$ cat src/rtl/ctmr_pkg.sv
package ctmr_pkg;

    localparam int CNT_W  = 8;
    localparam int NIB_W  = 4;
    localparam int OFS_W  = 4;
    localparam int SRC_N  = 4;
    localparam int CLR_BIT = 0;

    typedef enum logic [3:0] {
        OFS_CAUSE = 4'd0,
        OFS_ENA   = 4'd1,
        OFS_CLO   = 4'd2,
        OFS_CHI   = 4'd3,
        OFS_CTRL  = 4'd4
    } reg_ofs_e;

    typedef enum logic [1:0] {
        ACC_IDLE       = 2'd0,
        ACC_READ       = 2'd1,
        ACC_WRITE      = 2'd2,
        ACC_READ_WRITE = 2'd3
    } acc_kind_e;

    // counter bit that feeds interrupt source k
    function automatic int src_tap(input int k);
        case (k)
            0:       return 2;
            1:       return 4;
            2:       return 6;
            default: return 7;
        endcase
    endfunction

endpackage

$ cat src/rtl/ctmr_divider.sv
module ctmr_divider
    import ctmr_pkg::*;
#(
    parameter int W = CNT_W
) (
    input  logic         clk,
    input  logic         rst_n,
    input  logic         advance,
    input  logic         clear,
    output logic [W-1:0] cnt,
    output logic [W-1:0] fall
);

    logic [W-1:0] cnt_inc;

    always_comb begin
        cnt_inc = cnt + W'(1);
    end

    // a bit falls when it is 1 now and 0 after the advance; a clear never counts
    always_comb begin
        if (advance && !clear) begin
            fall = cnt & ~cnt_inc;
        end else begin
            fall = '0;
        end
    end

    always_ff @(posedge clk or negedge rst_n) begin
        if (!rst_n) begin
            cnt <= '0;
        end else if (clear) begin
            cnt <= '0;
        end else if (advance) begin
            cnt <= cnt_inc;
        end
    end

    p_advance_r2: assert property (@(posedge clk) disable iff (!rst_n)
        (advance && !clear) |=> (cnt == W'($past(cnt) + W'(1))))
        else $error("counter did not advance by one");

    p_hold_r2: assert property (@(posedge clk) disable iff (!rst_n)
        (!advance && !clear) |=> $stable(cnt))
        else $error("counter moved without a tick");

    p_clear_r3: assert property (@(posedge clk) disable iff (!rst_n)
        clear |=> (cnt == '0))
        else $error("counter not zero after clear");

endmodule

$ cat src/rtl/ctmr_irq.sv
module ctmr_irq
    import ctmr_pkg::*;
#(
    parameter int W = CNT_W,
    parameter int N = SRC_N
) (
    input  logic         clk,
    input  logic         rst_n,
    input  logic [W-1:0] fall,
    input  logic         rd_clear,
    input  logic         ena_we,
    input  logic [N-1:0] ena_wdata,
    output logic [N-1:0] cause,
    output logic [N-1:0] ena,
    output logic         irq
);

    logic [N-1:0] src_edge;

    for (genvar k = 0; k < N; k++) begin : g_src
        assign src_edge[k] = fall[src_tap(k)];
    end

    always_ff @(posedge clk or negedge rst_n) begin
        if (!rst_n) begin
            cause <= '0;
        end else if (rd_clear) begin
            cause <= src_edge;
        end else begin
            cause <= cause | src_edge;
        end
    end

    always_ff @(posedge clk or negedge rst_n) begin
        if (!rst_n) begin
            ena <= '0;
        end else if (ena_we) begin
            ena <= ena_wdata;
        end
    end

    always_comb begin
        irq = |(cause & ena);
    end

    p_sticky_r6: assert property (@(posedge clk) disable iff (!rst_n)
        !rd_clear |=> ((cause & $past(cause)) == $past(cause)))
        else $error("cause flag lost without a read");

    p_read_clear_r7: assert property (@(posedge clk) disable iff (!rst_n)
        (rd_clear && (src_edge == '0)) |=> (cause == '0))
        else $error("cause flags not cleared by read");

    p_ena_hold_r8: assert property (@(posedge clk) disable iff (!rst_n)
        !ena_we |=> $stable(ena))
        else $error("enable bits changed without a write");

endmodule

$ cat src/rtl/ctmr_regif.sv
module ctmr_regif
    import ctmr_pkg::*;
#(
    parameter int AW = OFS_W,
    parameter int DW = NIB_W,
    parameter int W  = CNT_W,
    parameter int N  = SRC_N
) (
    input  logic          rd_en,
    input  logic          wr_en,
    input  logic [AW-1:0] addr,
    input  logic [DW-1:0] wdata,
    input  logic [W-1:0]  cnt,
    input  logic [N-1:0]  cause,
    input  logic [N-1:0]  ena,
    output logic [DW-1:0] rdata,
    output logic          rd_clear,
    output logic          ena_we,
    output logic [N-1:0]  ena_wdata,
    output logic          cnt_clear
);

    acc_kind_e acc;
    logic      do_rd;
    logic      do_wr;
    logic [DW-1:0] rmux;

    always_comb begin
        acc = acc_kind_e'({wr_en, rd_en});
    end

    always_comb begin
        do_rd = 1'b0;
        do_wr = 1'b0;
        unique case (acc)
            ACC_IDLE:       begin do_rd = 1'b0; do_wr = 1'b0; end
            ACC_READ:       begin do_rd = 1'b1; do_wr = 1'b0; end
            ACC_WRITE:      begin do_rd = 1'b0; do_wr = 1'b1; end
            ACC_READ_WRITE: begin do_rd = 1'b1; do_wr = 1'b1; end
        endcase
    end

    always_comb begin
        rmux = '0;
        case (addr)
            AW'(OFS_CAUSE): rmux = DW'(cause);
            AW'(OFS_ENA):   rmux = DW'(ena);
            AW'(OFS_CLO):   rmux = cnt[DW-1:0];
            AW'(OFS_CHI):   rmux = cnt[2*DW-1:DW];
            default:        rmux = '0;
        endcase
        rdata = do_rd ? rmux : '0;
    end

    always_comb begin
        rd_clear  = do_rd && (addr == AW'(OFS_CAUSE));
        ena_we    = do_wr && (addr == AW'(OFS_ENA));
        ena_wdata = wdata[N-1:0];
        cnt_clear = do_wr && (addr == AW'(OFS_CTRL)) && wdata[CLR_BIT];
    end

endmodule

$ cat src/rtl/ctmr_top.sv
module ctmr_top
    import ctmr_pkg::*;
#(
    parameter int AW = OFS_W,
    parameter int DW = NIB_W
) (
    input  logic          clk,
    input  logic          rst_n,
    input  logic          tick,
    input  logic          rd_en,
    input  logic          wr_en,
    input  logic [AW-1:0] addr,
    input  logic [DW-1:0] wdata,
    output logic [DW-1:0] rdata,
    output logic          irq
);

    localparam int W = 2 * DW;
    localparam int N = SRC_N;

    logic [W-1:0] cnt;
    logic [W-1:0] fall;
    logic [N-1:0] cause;
    logic [N-1:0] ena;
    logic [N-1:0] ena_wdata;
    logic         rd_clear;
    logic         ena_we;
    logic         cnt_clear;

    ctmr_divider #(.W(W)) u_div (
        .clk     (clk),
        .rst_n   (rst_n),
        .advance (tick),
        .clear   (cnt_clear),
        .cnt     (cnt),
        .fall    (fall)
    );

    ctmr_irq #(.W(W), .N(N)) u_irq (
        .clk       (clk),
        .rst_n     (rst_n),
        .fall      (fall),
        .rd_clear  (rd_clear),
        .ena_we    (ena_we),
        .ena_wdata (ena_wdata),
        .cause     (cause),
        .ena       (ena),
        .irq       (irq)
    );

    ctmr_regif #(.AW(AW), .DW(DW), .W(W), .N(N)) u_regif (
        .rd_en     (rd_en),
        .wr_en     (wr_en),
        .addr      (addr),
        .wdata     (wdata),
        .cnt       (cnt),
        .cause     (cause),
        .ena       (ena),
        .rdata     (rdata),
        .rd_clear  (rd_clear),
        .ena_we    (ena_we),
        .ena_wdata (ena_wdata),
        .cnt_clear (cnt_clear)
    );

    p_data_ro_r5: assert property (@(posedge clk) disable iff (!rst_n)
        (wr_en && !tick && (addr == AW'(OFS_CLO) || addr == AW'(OFS_CHI))) |=> $stable(cnt))
        else $error("write to counter nibble changed the counter");

    p_unmapped_r10: assert property (@(posedge clk) disable iff (!rst_n)
        (wr_en && !tick && (addr > AW'(OFS_CTRL))) |=> ($stable(cnt) && $stable(ena)))
        else $error("write to unmapped offset changed state");

endmodule

$ cat config.mk
export PLATFORM = sky130hd
export DESIGN_NAME = ctmr_top
export DESIGN_NICKNAME = d
export VERILOG_FILES = /design/src/rtl/ctmr_pkg.sv /design/src/rtl/ctmr_divider.sv /design/src/rtl/ctmr_irq.sv /design/src/rtl/ctmr_regif.sv /design/src/rtl/ctmr_top.sv
export SDC_FILE = /design/constraint.sdc
export NUM_CORES = 1
export LEC_CHECK = 0
export ABC_AREA = 1
export ABC_CLOCK_PERIOD_IN_PS = 1440
export BUFFER_PORTS_ARGS = -buffer_cell sky130_fd_sc_hd__buf_2
export CAP_MARGIN = 30
export CORE_UTILIZATION = 29
export DETAILED_ROUTE_END_ITERATION = 10
export PLACE_DENSITY = 0.49
export SLEW_MARGIN = 20
export SYNTH_ARGS = -nofsm -noshare
export SYNTH_HDL_FRONTEND = slang
export SYNTH_HIERARCHICAL = 1
export SYNTH_SLANG_ARGS = --single-unit
$ cat constraint.sdc
create_clock -name clk -period 1.44 [get_ports clk]
set_input_delay 0.288 -clock clk [delete_from_list [all_inputs] [get_ports clk]]
set_output_delay 0.288 -clock clk [all_outputs]
set_load 0.01 [all_outputs]
==> results of run 1 <==
[metal layers]
metal / up-vias / GRT usage / part of all wire
li1: 528 / - / -
met2: 17 / 0.2168 / 0.46
met1: 476 / 0.1759 / 0.50
met4: 0 / 0.05114 / 0.0048
met5: - / 0 / 0
met3: 2 / 0.02536 / 0.041
[path summary, 6_finish.rpt]
kind	end	slack, ns	cells past startpoint
worst max-delay path	rdata[0]	0.02	6
worst min-delay path	u_irq/ena[3]$_DFFE_PN0P_	0.25	3
worst max register to register	u_irq/cause[3]$_DFF_PN0_	0.06	8
worst min register to register	u_div/cnt[7]$_DFFE_PN0P_	0.52	2
max in group asynchronous	u_div/cnt[3]$_DFFE_PN0P_	0.66	2
min in group asynchronous	u_div/cnt[0]$_DFFE_PN0P_	0.49	2
[state kept, by name (all words and copies together) (netlist names)]
register and flops:
u_div/cnt 8, u_irq/cause 4, u_irq/ena 4
[power groups by stage]
stage / Clock (mW) / Combinational, mW / Sequential (mW)
3_5_place_dp: 0 / 0.346 / 0.711
5_1_grt: 0.358 / 0.480 / 0.709
2_1_floorplan: 0 / 0.253 / 0.663
4_1_cts: 0.342 / 0.373 / 0.704
6_report: 0.325 / 0.418 / 0.697
3_3_place_gp: 0 / 0.339 / 0.708
[through the flow]
stage,TNS (ns),utilization,hold slack [ns],setup slack (ns)
2_1_floorplan,0,-,-0.007591,0.1238
3_3_place_gp,-0.03392,0.3550,0.2287,-0.01271
3_5_place_dp,-0.1173,0.3550,0.2303,-0.04047
4_1_cts,0,0.3810,0.2464,0.002894
5_1_grt,-0.1983,0.3903,0.2792,-0.06617
6_report,0,0.3903,0.2519,0.01733
[repair_timing]
item                                   CTS  global route
gates cloned                             0             0
buffers inserted                         3             3
pin swaps                                1             3
setup endpoints to repair                4             8
hold buffers                             1             0
endpoints found under the hold margin   16             0
resized for setup                        1             4
[layout make-up]
cell class,instances,share of cell area
repair buffers,29,0.1433
well taps,46,0.04251
clock buffers,3,0.03050
multi-input cells,108,0.4196
flip-flops and latches,16,0.2976
inverters,24,0.06654
[worst reg2reg max path: cells and delay by family, from the launching register on]
family	cells	cell delay [ns]
flip-flops	1	0.39
adder cells (fa/ha/maj)	1	0.18
AND/OR/NAND/NOR	3	0.24
buffers and inverters	3	0.33
AO/OA/AOI/OAI	1	0.14
[cells in the final DEF (no fill, tap or decap)]
cell and instances:
nand2_1 41, nand3_1 25, inv_1 23, nor2_1 18, buf_2 17, dfrtp_1 14
buf_4 9, ha_1 6, o21bai_1 4, o21ai_0 4, clkbuf_8 3, nor2_4 3
dfrtp_2 2, nor2_2 2, dlygate4sd3_1 1, buf_6 1, inv_2 1, nand2_2 1
o21ai_2 1, ha_2 1, nand3_2 1, nor3_2 1, buf_12 1
==> impl_metrics.sql, run 1 <==
INSERT INTO impl_metrics (metric_group, metric, value, unit) VALUES
('status', 'status', 'finished clean', ''),
('clock_network', 'cts_root_buf', 'clkbuf_8', ''),
('finish', 'diodes', '0', ''),
('flow_run', 'maxCapViolCount', '0', ''),
('sta', 'fmax', '702.9', 'MHz'),
('grt', 'grt_usage', '0.1344', ''),
('floorplan', 'floorplan.initialDensity', '0.3167', ''),
('finish', 'share_of_final_layout_standard_cells_stronger_than_drive_strength_1', '0.2444', ''),
('detailed_routing', 'route.final.wire_length', '2524', 'um'),
('synth', 'yosysWarnings', '6', ''),
('placement', 'postPlaceCellArea', '0.001231', 'mm2'),
('clock_network', 'clkTransAtPathRegs', '0.06', 'ns'),
('pwr', 'power.share.sequential', '0.484', ''),
('worst_setup_path', 'startpoint', 'u_div/cnt[0]$_DFFE_PN0P_', ''),
('pwr', 'power_frac_clock', '0.226', ''),
('clock_network', 'max-clock-path-buffers', '2', ''),
('clock_network', 'htreeDepth', '1', ''),
('floorplan', 'dieHeight', '63.55', 'um'),
('sta', 'min_period', '1.423', 'ns'),
('sta', 'max_slew.worst_pin.slew', '0.3709', 'ns'),
('worst_setup_path', 'worst_path_dominant_cell_family', 'flip-flops', ''),
('pwr', 'swShare', '0.3424', ''),
('synth', 'avgSynthCellArea', '7.133', 'um2'),
('worst_setup_path', 'crit_path_required_time', '1.15', 'ns'),
('detailed_routing', 'via_count', '1023', ''),
('worst_setup_path', 'timing.critical_path.slowest_cell_delay', '0.39', 'ns'),
('synth', 'synth_cells', '154', ''),
('finish', 'instances_no_fill', '226', ''),
('clock_network', 'clkLatencyLatePin', '0.24', 'ns'),
('worst_setup_path', 'critPathMostFrequentCell', 'nor2_1', ''),
('pwr', 'static-leakage-power', '0.7467', 'nW'),
('worst_setup_path', 'worstPathMaxFanout', '2', ''),
('floorplan', 'fp-row-count', '21', ''),
('placement', 'globalplace.congestion', '0.8204', ''),
('detailed_routing', 'detail_route.wl_per_cell', '11.17', 'um'),
('worst_setup_path', 'rr_startpoint', 'u_div/cnt[0]$_DFFE_PN0P_', ''),
('worst_setup_path', 'crit_type', 'flip-flop to primary output', ''),
('grt', 'first_pass_grt_wire_length', '4209', 'um'),
('detailed_routing', 'drt_iter0_markers', '87', ''),
('grt', 'antenna_found_initial', '0', ''),
('pwr', 'power.switching', '493.1', 'uW'),
('sta', 'max_slew_margin', '0.7527', ''),
('finish', 'layout.area.seq', '402.9', 'um2'),
('grt', 'grt_remaining_overflow', '0', ''),
('worst_setup_path', 'timing.critical_path.from_type', 'flip-flop', ''),
('sta', 'final_min_period_over_clock_period', '0.9880', ''),
('synth', 'post_synth_instance_area', '0.001099', 'mm2'),
('finish', 'fill_cells', '390', ''),
('worst_hold_path', 'worst_min_path_start', 'wdata[3]', ''),
('worst_hold_path', 'type_of_the_worst_min_delay_path', 'primary input to flip-flop', ''),
('clock_network', 'clock-sinks', '16', ''),
('grt', 'grt_start_max_net_pins', '19', ''),
('worst_setup_path', 'timing.critical_path.slowest_stage_cell', 'dfrtp_1', ''),
('clock_network', 'cts-buffers-inserted', '3', ''),
('pwr', 'p_comb_frac', '0.290', ''),
('floorplan', 'io_pins', '18', ''),
('finish', 'synth_to_final_area_change', '23.23', '%'),
('pwr', 'totalPowerFinal', '1.440', 'mW'),
('floorplan', 'dieWidth', '63.55', 'um'),
('worst_setup_path', 'timing.critical_path.cells', 'buf_6 > nand3_2 > nand2_1 > nor2_1 > nor2_1 > buf_2', ''),
('worst_setup_path', 'critical_path.n_buffers_inverters', '2', ''),
('sta', 'unrepaired_setup_endpoints_after_global_routing', 'yes', ''),
('finish', 'multi_input_area', '568.0', 'um2'),
('detailed_routing', 'post_drt_via_cell_ratio', '4.527', ''),
('placement', 'place_hpwl', '1832', 'um'),
('placement', 'port_buffer_cells', '17', ''),
('pwr', 'internal-power', '947.0', 'uW'),
('worst_setup_path', 'critical_path_arrival', '1.13', 'ns'),
('floorplan', 'die_area', '0.004038', 'mm2'),
('finish', 'layout.nets', '202', ''),
('detailed_routing', 'detail_route.first_pass.iterations', '4', '');
Power figures use the tool's default switching activity.
==> run 2: changes to the inputs <==
--- a/config.mk
+++ b/config.mk
@@ -9,10 +9,10 @@
 export ABC_CLOCK_PERIOD_IN_PS = 1440
 export BUFFER_PORTS_ARGS = -buffer_cell sky130_fd_sc_hd__buf_2
 export CAP_MARGIN = 30
-export CORE_UTILIZATION = 29
+export CORE_UTILIZATION = 50
 export DETAILED_ROUTE_END_ITERATION = 10
-export PLACE_DENSITY = 0.49
-export SLEW_MARGIN = 20
+export PLACE_DENSITY = 0.74
+export SLEW_MARGIN = 30
 export SYNTH_ARGS = -nofsm -noshare
 export SYNTH_HDL_FRONTEND = slang
 export SYNTH_HIERARCHICAL = 1
==> run 2 against run 1 <==
The flow now finishes with violations (negative setup slack). Non-clock buffer count did not move. Wire length increased by 1.3%. Core utilization rose by 28 points. Worst setup slack got worse by 0.039 ns. Critical path depth stayed put. First-iteration DRC count shrank 61%. Critical endpoint unchanged.
==> impl_metrics.sql, run 2 (same netlist as run 1, synthesis figures left out) <==
INSERT INTO impl_metrics (metric_group, metric, value, unit) VALUES
('floorplan', 'dieHeight', '48.88', 'um'),
('worst_setup_path', 'timing.critical_path.from_type', 'flip-flop', ''),
('finish', 'largest_register_ffs', '8', ''),
('worst_setup_path', 'timing.critical_path.cells', 'buf_6 > nand3_2 > nand2_1 > nor2_1 > nor2_1 > buf_2', ''),
('finish', 'share_of_final_layout_standard_cells_stronger_than_drive_strength_1', '0.2762', ''),
('finish', 'top_flop_regs', 'u_div/cnt x8, u_irq/cause x4, u_irq/ena x4', ''),
('finish', 'final_area', '0.001361', 'mm2'),
('sta', 'final_hold_violation_count', '0', ''),
('grt', 'first_global_vias', '954', ''),
('pwr', 'ir_worst_vdd', '801.8', 'uV'),
('clock_network', 'max-clock-path-buffers', '2', ''),
('worst_setup_path', 'worst_path_dominant_cell_family', 'flip-flops', ''),
('sta', 'final_min_period_over_clock_period', '1.015', ''),
('finish', 'synth_to_final_area_change', '23.92', '%'),
('grt', 'first_pass_grt_wire_length', '4133', 'um'),
('worst_hold_path', 'type_of_the_worst_min_delay_path', 'primary input to flip-flop', ''),
('detailed_routing', 'drt_iter0_markers', '34', ''),
('finish', 'post-route-util', '0.6733', ''),
('pwr', 'static-leakage-power', '0.7512', 'nW'),
('grt', 'antenna_found_initial', '0', ''),
('sta', 'unrepaired_setup_endpoints_after_global_routing', 'yes', ''),
('placement', 'globalplace.congestion', '0.8249', ''),
('clock_network', 'clkTransAtPathRegs', '0.09', 'ns'),
('clock_network', 'clock_tree_from_tritoncts', 'done', ''),
('finish', 'diodes', '0', ''),
('floorplan', 'io_pins', '18', ''),
('placement', 'place_hpwl', '1751', 'um'),
('finish', 'instances_no_fill', '208', ''),
('placement', 'port_buffer_cells', '17', ''),
('sta', 'max_slew.worst_pin.slew', '0.3680', 'ns'),
('pwr', 'power_per_cell_area', '1056', 'mW/mm2'),
('detailed_routing', 'detail_route.wl_per_cell', '12.29', 'um'),
('worst_setup_path', 'critical_path.n_buffers_inverters', '2', ''),
('flow_run', 'maxCapViolCount', '0', ''),
('sta', 'fmax', '684.2', 'MHz'),
('sta', 'setup-tns-final', '-0.02921', 'ns'),
('grt', 'grt_remaining_overflow', '0', ''),
('finish', 'fill_cells', '186', ''),
('placement', 'place_ws', '-0.06556', 'ns'),
('finish', 'layout.nets', '202', ''),
('sta', 'final_count_of_negative_setup_slack_endpoints', '2', ''),
('floorplan', 'fp-row-count', '16', ''),
('worst_setup_path', 'timing.critical_path.slowest_stage_cell', 'dfrtp_1', ''),
('floorplan', 'floorplan.initialDensity', '0.5433', ''),
('pwr', 'totalPowerFinal', '1.438', 'mW'),
('finish', 'layout_commonest_cell', 'nand2_1', ''),
('detailed_routing', 'postRouteAntennaNets', '0', ''),
('finish', 'largest-register', 'u_div/cnt', ''),
('clock_network', 'htreeDepth', '1', ''),
('clock_network', 'cts-buffers-inserted', '3', ''),
('sta', 'hold_ws', '0.2071', 'ns'),
('grt', 'grt_start_max_net_pins', '19', ''),
('placement', 'post-place-cells', '196', ''),
('finish', 'top_library_cells_by_usage_in_the_layout_fill_and_taps_aside', '41 x nand2_1, 23 x inv_1, 20 x nand3_1, 17 x buf_2, 17 x nor2_1', ''),
('floorplan', 'die_area', '0.002389', 'mm2'),
('floorplan', 'dieWidth', '48.88', 'um'),
('sta', 'layout_setup_ws', '-0.02164', 'ns'),
('grt', 'grt_usage', '0.2228', ''),
('clock_network', 'clock-sinks', '16', ''),
('worst_setup_path', 'worstSetupEndpointType', 'primary output', ''),
('detailed_routing', 'via_count', '1088', ''),
('worst_setup_path', 'crit_type', 'flip-flop to primary output', ''),
('detailed_routing', 'detail_route.first_pass.iterations', '4', ''),
('sta', 'max_slew_margin', '0.7546', ''),
('sta', 'finalClockSkew', '0.007939', 'ns'),
('detailed_routing', 'drc', '0', ''),
('detailed_routing', 'post_drt_via_cell_ratio', '5.231', ''),
('worst_setup_path', 'critPathMostFrequentCell', 'nor2_1', ''),
('sta', 'min_period', '1.462', 'ns'),
('worst_setup_path', 'timing.critical_path.slowest_cell_delay', '0.41', 'ns'),
('sta', 'slew_viol_final', '0', ''),
('clock_network', 'clkLatencyLatePin', '0.29', 'ns'),
('detailed_routing', 'route.final.wire_length', '2557', 'um'),
('worst_setup_path', 'critical_path_arrival', '1.17', 'ns'),
('placement', 'postPlaceCellArea', '0.001200', 'mm2'),
('worst_setup_path', 'worstPathMaxFanout', '2', ''),
('clock_network', 'cts_root_buf', 'clkbuf_4', ''),
('worst_setup_path', 'crit_path_required_time', '1.15', 'ns'),
('floorplan', 'core_area', '0.002022', 'mm2'),
('status', 'status', 'finished with violations', ''),
('status', 'violations', 'negative setup slack', '');
==> run 2: changes by cell type in the layout (fill, tap and decap cells not counted), sizes merged <==
cell,before,now
clkbuf,3,4
==> run 2: path summary, 6_finish.rpt <==
check,cells after the start,slack [ns],start,to
min in group asynchronous,2,0.43,rst_n,u_irq/ena[0]$_DFFE_PN0P_
hold reg to reg,2,0.55,u_irq/cause[2]$_DFF_PN0_,u_irq/cause[2]$_DFF_PN0_
setup reg to reg,8,0.02,u_div/cnt[0]$_DFFE_PN0P_,u_irq/cause[2]$_DFF_PN0_
hold / removal,3,0.21,wdata[1],u_irq/ena[1]$_DFFE_PN0P_
setup / recovery,6,-0.02,u_div/cnt[0]$_DFFE_PN0P_,rdata[0]
max in group asynchronous,2,0.72,rst_n,u_div/cnt[2]$_DFFE_PN0P_
==> run 2: worst min-delay path, stage by stage <==
cell and delay, ns:
buf_2 0.07, nand2_1 0.03, o21ai_0 0.06
==> run 2: cell type report <==
type / count / area, um2 / share of cell area
Timing Repair Buffer: 29 / 193.9 / 0.1425
Sequential cell: 16 / 401.6 / 0.2950
Multi-Input combinational cell: 108 / 605.6 / 0.4449
Inverter: 24 / 90.09 / 0.06618
Tap cell: 27 / 33.78 / 0.02482
Clock buffer: 4 / 36.28 / 0.02665
==> run 2: layer usage <==
| layer | vias up | routed length, um | track usage |
|---|---|---|---|
| li1 | 535 | - | - |
| met1 | 507 | 1180 | 0.3026 |
| met2 | 42 | 1210 | 0.3565 |
| met3 | 4 | 145 | 0.06231 |
| met4 | 0 | 21 | 0.03922 |
| met5 | - | 0 | 0 |
==> run 2: where the power goes <==
part	switching [mW]	internal, mW
clock	0.146	0.154
sequential	0.120	0.567
combinational	0.252	0.201
==> run 2: timing repair <==
| item | CTS | global route |
|---|---|---|
| setup endpoints to repair | 4 | 7 |
| hold buffers | 1 | 0 |
| gates resized for setup | 4 | 8 |
| endpoints found under the hold margin | 16 | 0 |
| pin swaps | 8 | 6 |
| setup buffers | 5 | 2 |
==> run 3: changes to the inputs <==
--- a/config.mk
+++ b/config.mk
@@ -5,13 +5,13 @@
 export SDC_FILE = /design/constraint.sdc
 export NUM_CORES = 1
 export LEC_CHECK = 0
-export ABC_AREA = 1
 export ABC_CLOCK_PERIOD_IN_PS = 1440
 export BUFFER_PORTS_ARGS = -buffer_cell sky130_fd_sc_hd__buf_2
 export CAP_MARGIN = 30
 export CORE_UTILIZATION = 50
 export DETAILED_ROUTE_END_ITERATION = 10
-export PLACE_DENSITY = 0.74
+export PLACE_DENSITY = 0.75
+export RECOVER_POWER = 100
 export SLEW_MARGIN = 30
 export SYNTH_ARGS = -nofsm -noshare
 export SYNTH_HDL_FRONTEND = slang
==> run 3 against run 2 <==
The run still ends with negative setup slack left. First-iteration DRC count is 47% lower. Area after synthesis is 10% lower. Via count is 26% lower. Non-clock buffer count is 4 higher. Clock skew is 0.0052 ns lower. Synthesized cell count is 42% lower.
==> impl_metrics.sql, run 3 <==
INSERT INTO impl_metrics (metric_group, metric, value, unit) VALUES
('status', 'status', 'finished with violations', ''),
('status', 'violations', 'negative setup slack', ''),
('finish', 'fill_cells', '126', ''),
('sta', 'final_count_of_negative_setup_slack_endpoints', '4', ''),
('finish', 'largest-register', 'u_div/cnt', ''),
('sta', 'max_slew.worst_pin.slew', '0.8352', 'ns'),
('detailed_routing', 'drt_iter0_markers', '18', ''),
('finish', 'layout_commonest_cell', 'dfrtp_1', ''),
('clock_network', 'clock_tree_from_tritoncts', 'done', ''),
('worst_hold_path', 'type_of_the_worst_min_delay_path', 'primary input to flip-flop', ''),
('floorplan', 'die_area', '0.002159', 'mm2'),
('pwr', 'swShare', '0.3442', ''),
('floorplan', 'fp-row-count', '15', ''),
('clock_network', 'htreeDepth', '1', ''),
('finish', 'diodes', '0', ''),
('detailed_routing', 'detail_route.first_pass.iterations', '4', ''),
('pwr', 'p_comb_frac', '0.444', ''),
('finish', 'top_flop_regs', 'u_div/cnt x8, u_irq/cause x4, u_irq/ena x4', ''),
('floorplan', 'core_area', '0.001783', 'mm2'),
('worst_setup_path', 'crit_path_required_time', '1.15', 'ns'),
('detailed_routing', 'drc', '0', ''),
('detailed_routing', 'post_drt_via_cell_ratio', '5.664', ''),
('placement', 'place_hpwl', '1625', 'um'),
('pwr', 'power_per_cell_area', '1251', 'mW/mm2'),
('detailed_routing', 'postRouteAntennaNets', '0', ''),
('worst_setup_path', 'critical_path_arrival', '1.29', 'ns'),
('grt', 'grt_usage', '0.2346', ''),
('finish', 'post-route-util', '0.7305', ''),
('clock_network', 'clock-sinks', '16', ''),
('worst_setup_path', 'worstSetupEndpointType', 'primary output', ''),
('sta', 'layout_setup_ws', '-0.1335', 'ns'),
('floorplan', 'floorplan.initialDensity', '0.5544', ''),
('pwr', 'power_frac_clock', '0.133', ''),
('finish', 'synth_to_final_area_change', '31.77', '%'),
('synth', 'synthesis.nets', '109', ''),
('pwr', 'internal-power', '1.069', 'mW'),
('grt', 'first_global_vias', '770', ''),
('sta', 'max_slew_margin', '0.4432', ''),
('detailed_routing', 'route.final.wire_length', '2288', 'um'),
('placement', 'port_buffer_cells', '17', ''),
('sta', 'setup-tns-final', '-0.4557', 'ns'),
('clock_network', 'max-clock-path-buffers', '2', ''),
('sta', 'min_period', '1.574', 'ns'),
('synth', 'post_synth_instance_area', '988.4', 'um2'),
('worst_setup_path', 'crit_type', 'primary input to primary output', ''),
('clock_network', 'cts-buffers-inserted', '3', ''),
('sta', 'slew_viol_final', '0', ''),
('sta', 'final_hold_violation_count', '0', ''),
('flow_run', 'maxCapViolCount', '0', ''),
('sta', 'finalClockSkew', '0.002769', 'ns'),
('sta', 'fmax', '635.5', 'MHz'),
('floorplan', 'dieWidth', '46.46', 'um'),
('worst_setup_path', 'worstPathMaxFanout', '4', ''),
('grt', 'grt_remaining_overflow', '0', ''),
('clock_network', 'clkTransAtPathRegs', '0.08', 'ns'),
('grt', 'antenna_found_initial', '0', ''),
('pwr', 'power.share.sequential', '0.423', ''),
('grt', 'grt_start_max_net_pins', '17', ''),
('clock_network', 'clkLatencyLatePin', '0.27', 'ns'),
('floorplan', 'io_pins', '18', ''),
('placement', 'globalplace.congestion', '0.9162', ''),
('finish', 'share_of_final_layout_standard_cells_stronger_than_drive_strength_1', '0.3898', ''),
('pwr', 'static-leakage-power', '0.6797', 'nW'),
('detailed_routing', 'detail_route.wl_per_cell', '16.00', 'um'),
('pwr', 'ir_worst_vdd', '836.8', 'uV'),
('finish', 'largest_register_ffs', '8', ''),
('grt', 'first_pass_grt_wire_length', '3394', 'um'),
('pwr', 'totalPowerFinal', '1.629', 'mW'),
('synth', 'yosysWarnings', '6', ''),
('sta', 'final_min_period_over_clock_period', '1.093', ''),
('floorplan', 'dieHeight', '46.46', 'um'),
('synth', 'synth_cells', '89', ''),
('synth', 'avgSynthCellArea', '11.11', 'um2'),
('finish', 'layout.nets', '140', ''),
('detailed_routing', 'via_count', '810', ''),
('clock_network', 'cts_root_buf', 'clkbuf_4', ''),
('worst_setup_path', 'timing.critical_path.from_type', 'primary input', ''),
('finish', 'top_library_cells_by_usage_in_the_layout_fill_and_taps_aside', '16 x dfrtp_1, 13 x buf_2, 11 x mux2i_1, 8 x nor2_1, 7 x buf_4', ''),
('sta', 'unrepaired_setup_endpoints_after_global_routing', 'yes', ''),
('pwr', 'power.switching', '560.8', 'uW');
## run 3: final cells by class
| type | instances | area [um2] | share of cell area |
|---|---|---|---|
| Inverter | 1 | 3.754 | 0.002882 |
| Multi-Input combinational cell | 65 | 606.8 | 0.4659 |
| Tap cell | 25 | 31.28 | 0.02402 |
| Sequential cell | 16 | 400.4 | 0.3074 |
| Clock buffer | 3 | 22.52 | 0.01729 |
| Timing Repair Buffer | 33 | 237.7 | 0.1825 |
## run 3: final timing paths
check,start,endpoint,slack (ns),cells after the start
worst max-delay path,addr[2],rdata[1],-0.13,4
worst min-delay path,wdata[2],u_irq/ena[2]$_DFFE_PN0P_,0.23,2
worst max register to register,u_div/cnt[1]$_DFFE_PN0P_,u_div/cnt[5]$_DFFE_PN0P_,0,5
worst min register to register,u_irq/cause[1]$_DFF_PN0_,u_irq/cause[1]$_DFF_PN0_,0.52,1
max in group asynchronous,rst_n,u_div/cnt[4]$_DFFE_PN0P_,0.30,2
min in group asynchronous,rst_n,u_irq/ena[2]$_DFFE_PN0P_,0.62,2
## run 3: routing by layer
layer / global-route usage / vias to the layer above / share of wire
met4: 0.1118 / 0 / 0.011
met5: 0 / - / 0
met1: 0.2932 / 406 / 0.46
met3: 0.05490 / 4 / 0.031
li1: - / 380 / -
met2: 0.3778 / 20 / 0.50
## run 3: repair_timing
item	in CTS	in global routing
hold buffers	1	0
pin swaps	5	7
endpoints found under the hold margin	16	0
buffers inserted	1	1
endpoints found under the setup margin	4	12
resized for setup	9	13
## run 3: power by group through the flow
stage                     Combinational [mW]  Sequential [mW]  Clock [mW]
after floorplan                        0.318            0.682           0
after global placement                 0.548            0.674           0
after detailed placement               0.578            0.684           0
after CTS                              0.618            0.673       0.235
after global routing                   0.769            0.702       0.260
final                                  0.724            0.689       0.217
## run 3: through the flow
| step | instances | setup slack (ns) | instance area [um2] | hold WS [ns] |
|---|---|---|---|---|
| 3_5_place_dp | 137 | -0.1651 | 1167 | 0.2166 |
| 5_1_grt | 143 | -0.1585 | 1303 | 0.2134 |
| 3_3_place_gp | 137 | -0.1241 | 1167 | 0.2131 |
| 2_1_floorplan | 89 | 0.02900 | 994.7 | -0.007591 |
| 4_1_cts | 142 | -0.1108 | 1254 | 0.2189 |
| 6_report | 143 | -0.1335 | 1303 | 0.2299 |
## run 3: worst max-delay path, cell delays in order
cell,delay (ns)
buf_6,0.10
or4bb_4,0.57
o22ai_2,0.17
buf_2,0.16
